**config.mk**
```make
export PLATFORM = sky130hd
export DESIGN_NAME = dpwm_adc_sync
export DESIGN_NICKNAME = d
export VERILOG_FILES = /design/src/rtl/dpwm_adc_sync.sv
export SDC_FILE = /design/constraint.sdc
export NUM_CORES = 1
export LEC_CHECK = 0
export BUFFER_PORTS_ARGS = -buffer_cell sky130_fd_sc_hd__buf_2
export CAP_MARGIN = 15
export CORE_MARGIN = 5
export CORE_UTILIZATION = 30
export DETAILED_ROUTE_END_ITERATION = 16
export GPL_ROUTABILITY_DRIVEN = 0
export GPL_TIMING_DRIVEN = 0
export PLACE_DENSITY = 0.55
export SLEW_MARGIN = 20
export SYNTH_ARGS = -nofsm -noshare
export SYNTH_HDL_FRONTEND = slang
export SYNTH_SLANG_ARGS = --single-unit
```
**constraint.sdc**
```tcl
create_clock -name clk -period 6.2 [get_ports clk]
set_input_delay 0.62 -clock clk [delete_from_list [all_inputs] [get_ports clk]]
set_output_delay 0.62 -clock clk [all_outputs]
set_load 0.02 [all_outputs]
```
**src/rtl/dpwm_adc_sync.sv**
```systemverilog
module dpwm_adc_sync #(
  parameter int W = 10
) (
  input  logic         clk,
  input  logic         rst_n,
  input  logic [W-1:0] duty_in,
  input  logic [W-1:0] max_in,
  input  logic [1:0]   mode_in,
  input  logic         samp_off_in,
  output logic         pwm_out,
  output logic         adc_trig_out,
  output logic         period_start_out
);
  localparam logic [1:0]   M_RISE = 2'b00;
  localparam logic [1:0]   M_FALL = 2'b01;
  localparam logic [W-1:0] ONE    = 1;

  logic [W-1:0] cnt_q, max_q, cmp_q;
  logic [1:0]   mode_q;
  logic         soff_q, dn_q, pst_q, act_q;

  wire tri_q = mode_q[1];
  wire wrap  = (mode_q == M_RISE) ? (cnt_q >= max_q) :
               (mode_q == M_FALL) ? (cnt_q == '0)    :
               (dn_q && cnt_q == ONE);

  wire          empty = soff_q ? (cmp_q > max_q) : (cmp_q == '0);
  wire [W:0]    mid_sum = {1'b0, cmp_q} + {1'b0, max_q};
  wire [W:0]    tpos = empty  ? {2'b00, max_q[W-1:1]} :
                       soff_q ? (mid_sum >> 1) : {2'b00, cmp_q[W-1:1]};
  wire          hit = tri_q ? (soff_q ? (cnt_q == max_q && !dn_q) : (cnt_q == '0))
                            : ({1'b0, cnt_q} == tpos);

  assign pwm_out          = cnt_q < cmp_q;
  assign adc_trig_out     = act_q && hit;
  assign period_start_out = pst_q;

  always_ff @(posedge clk or negedge rst_n) begin
    if (!rst_n) begin
      cnt_q  <= '0;
      max_q  <= '0;
      cmp_q  <= '0;
      mode_q <= M_RISE;
      soff_q <= 1'b0;
      dn_q   <= 1'b0;
      pst_q  <= 1'b0;
      act_q  <= 1'b0;
    end else begin
      act_q <= 1'b1;
      pst_q <= wrap;
      if (wrap) begin
        mode_q <= mode_in;
        max_q  <= max_in;
        soff_q <= samp_off_in;
        dn_q   <= 1'b0;
        cnt_q  <= (mode_in == M_FALL) ? max_in : '0;
        if (!mode_in[1] || samp_off_in) cmp_q <= duty_in;
      end else if (mode_q == M_RISE) begin
        cnt_q <= cnt_q + ONE;
      end else if (mode_q == M_FALL) begin
        cnt_q <= cnt_q - ONE;
      end else if (dn_q) begin
        cnt_q <= cnt_q - ONE;
      end else if (cnt_q == max_q) begin
        dn_q  <= 1'b1;
        cnt_q <= cnt_q - ONE;
      end else begin
        cnt_q <= cnt_q + ONE;
        if (!soff_q && cnt_q == max_q - ONE) cmp_q <= duty_in;
      end
    end
  end

  assert_reset_quiet_R1: assert property (@(posedge clk)
    !rst_n |-> (!adc_trig_out && !period_start_out && !pwm_out));

  assert_rise_at_start_R2: assert property (@(posedge clk) disable iff (!rst_n)
    (mode_q == M_RISE && $rose(pwm_out)) |-> period_start_out);

  assert_fall_at_start_R3: assert property (@(posedge clk) disable iff (!rst_n)
    (mode_q == M_FALL && $fell(pwm_out)) |-> period_start_out);

  assert_cnt_range_R4: assert property (@(posedge clk) disable iff (!rst_n)
    cnt_q <= max_q);

  assert_tri_on_trig_R9: assert property (@(posedge clk) disable iff (!rst_n)
    (tri_q && !soff_q && adc_trig_out) |-> period_start_out);

  assert_cfg_hold_R11: assert property (@(posedge clk) disable iff (!rst_n)
    !period_start_out |-> ($stable(mode_q) && $stable(max_q) && $stable(soff_q)));

  assert_trig_single_R12: assert property (@(posedge clk) disable iff (!rst_n)
    adc_trig_out |=> (!adc_trig_out || period_start_out));

  assert_start_single_R12: assert property (@(posedge clk) disable iff (!rst_n)
    period_start_out |=> !period_start_out);
endmodule

```
==> results.md <==
* Via-to-Cell Ratio at 5.51
* Synth area leader: dfrtp_1
* Top cells by count, synth: ha_1 (43), inv_1 (41), dfrtp_1 (36)
* Maxcap violations at 0
* IO buf count at 27
* Synth Instances at 429
* Via count at 3,369
* CTS clock-pin slew for the worst setup and hold paths at 0.06 ns
* Layout cells sized above 1 at 14.4%
* Ys flop type: dfrtp_1
* Reg-to-reg critical path endpoint: cmp_q[2]
* Area share of the largest cell type after synthesis at 24.8%
* Fill cell count at 1,214
* Hpwl dp at 8770 µm
* Slew HR at 42.6%
* Die Ht at 120 µm
* Final hold slack at 0.445 ns
* Cts hold-fix bufs at 0
* Arr. time, crit path at 4.32 ns
* Clk sink count at 36
* First-pass GRT wire length at 18,100 µm
* Vias in the first global route at 3,460
* TritonCTS clock tree: built
* CP Capture Type: output port
* FF/Latch Area at 901 µm²
* Postcts setup bufs at 0
* Critical path class: reg -> out
* Hold crit path type: in -> async
* Final Cycle Share at 79.6%
* Cell with the most instances after synthesis: ha_1
* Post-synth EDFFs at 0
* Clock Skew at 0.00608 ns
* Cell Rows at 40
* Die width at 120 µm
* Synth top area cells: dfrtp_1 (25%), ha_1 (15%), xnor2_1 (6.8%)
* Synth Register Bits at 36
* Critical Path End: adc_trig_out
* Crit path time final at 4.94 ns
* F_max at 203 MHz
* Final Hold Viols at 0
* CTS max path bufs at 2
* Area grow syn2layout at 12.9%
* Worst-margin pin slew at 0.854 ns
* I/O Pins at 28
* Cell Pwr Density at 653 mW/mm²
* Placement Cell Area at 0.00395 mm²
* Syn Area/Cell at 8.47 µm²
* Outcome: finished, final reports clean
* Area of the multi-input gates at 0.00249 mm²
* Die area at 0.0144 mm²
* Asr flop ratio synth at 100%
* Fin area at 0.00410 mm²
* DRT iter0 DRCs at 216
* Wire per inst at 18.3 µm
* Critical Path Source Type: register
* VDD IR-drop max at 0.231 mV
* Final Max Slew Viols at 0
* Synth warnings at 0
* Setup TNS at 0 ns
* Core ar. at 0.0120 mm²
* CP Launch Point: max_q[3]
* Grt ovf at 0
* Fin nets at 532
* CTS buffer count at 5
* Initial DRT Pass Iterations at 5
* Initial core utilization at 30.4%
* Largest net degree at the start of global routing at 37
* Final setup viols at 0
* CP max FO at 10
* Register area share after synthesis at 24.8%
* Global-route usage over all layers at 15.6%
* Cts repair resizes at 0
* Leakage at 1.80 nW
* H-tree Lvls at 2
* Unrepaired setup endpoints after global routing: false
* Root buffer selected by CTS: clkbuf_16
* # diodes at 0
* Unique masters post-synth at 66
* R2R Path Start: cnt_q[5]
* Synthesized net count at 498
* Reg-to-reg slack, setup at 2.94 ns
* Synthesized area at 0.00363 mm²
* Worst EP required at 5.58 ns
* Drt drc at 0
* R2R cell count at 9
* Antenna violations before repair at 0
* Final ANT Viol Nets at 0
* Worst-Skew Late Latency at 0.28 ns
* Post-Route WL at 11,200 µm
-- layout by cell type, fill, tap and decap left out, drive strengths merged, types with 6 or more instances in the layout --
cell type  Yosys  layout
nor3          14      14
ha            43      43
nor2          12      12
nor4           8       8
nand2         26      26
a31oi         10      10
xor2           9       9
a21o          10      10
nand4          9       9
clkbuf        15      21
a211oi         8       8
o21ai         35      35
nand3         22      22
a21oi         17      17
nand2b         8       8
nor2b          6       6
mux2          12      12
inv           41      41
buf            5      32
xnor2         28      28
dfrtp         36      36
-- registers in the layout, summed over array words and instances (netlist names) --
signal            flops
cnt_q                10
dn_q                  1
period_start_out      1
soff_q                1
mode_q                2
max_q                10
cmp_q                10
act_q                 1
-- worst max-delay path, cell delays in order, from the launching register on --
cell,delay (ns)
dfrtp_1,0.52
inv_1,0.22
ha_1,0.32
buf_2,0.20
nand4_1,0.14
o31ai_1,0.59
o21ai_1,0.39
or4b_1,0.63
a211o_1,0.25
a32o_1,0.26
o41ai_2,0.27
buf_2,0.24
-- per-layer routing --
| metal | vias to the layer above | global-route usage (%) | routed length, µm |
|---|---|---|---|
| li1 | 1619 | - | - |
| met1 | 1642 | 20.0 | 5060 |
| met2 | 87 | 26.5 | 5480 |
| met3 | 21 | 2.07 | 368 |
| met4 | 0 | 6.08 | 268 |
| met5 | - | 0 | 0 |
-- cells by family (layout without fill, tap and decap cells) --
| family | after synthesis | in the layout | share of synthesized area, % |
|---|---|---|---|
| and+or+nand+nor | 121 | 121 | 18.1 |
| AOI/OAI and AO/OA | 114 | 114 | 21.9 |
| buffers and inverters | 62 | 97 | 6.61 |
| adders and majority gates | 44 | 44 | 15.4 |
| xor gates and xnor gates | 37 | 37 | 8.92 |
| DFF | 36 | 36 | 24.8 |
| muxes | 14 | 14 | 4.27 |
| other | 1 | 1 | 0.103 |
-- power breakdown --
group          switching (mW)  total [mW]  leakage, nW  internal [mW]
Combinational            1.07        1.86         1.29          0.791
Sequential              0.209       0.560        0.440          0.351
Clock                  0.0962       0.255       0.0766          0.158
-- stage by stage --
stage                     worst slack (ns)  std cells  power [mW]  utilization, %
after floorplan                       2.21        429        1.90               -
after global placement                1.63        603        2.34            33.0
after detailed placement              1.65        603        2.40            33.0
after CTS                             1.29        611        2.67            34.3
after global routing                  1.07        611        2.91            34.3
final                                 1.26        611        2.68            34.3
-- worst min-delay path by stage --
stage	start	endpoint	slack (ns)	cells past startpoint
global route	rst_n	cnt_q[2]	0.53	1
detailed placement	mode_q[0]	mode_q[0]	0.55	1
global placement	mode_q[0]	mode_q[0]	0.52	1
CTS	rst_n	cnt_q[2]	0.48	1
floorplan	rst_n	act_q	0.32	0
finish	rst_n	cnt_q[4]	0.44	1
-- cell type report --
cell class | instances | share of cell area, %
repair buffers | 27 | 3.30
clock inverters | 2 | 0.244
plain buffers | 20 | 2.01
flip-flops and latches | 36 | 22.0
multi-input cells | 331 | 60.8
inverters | 42 | 3.84
clock buffers | 6 | 3.39
well taps | 147 | 4.49
Power figures use the tool's default switching activity.
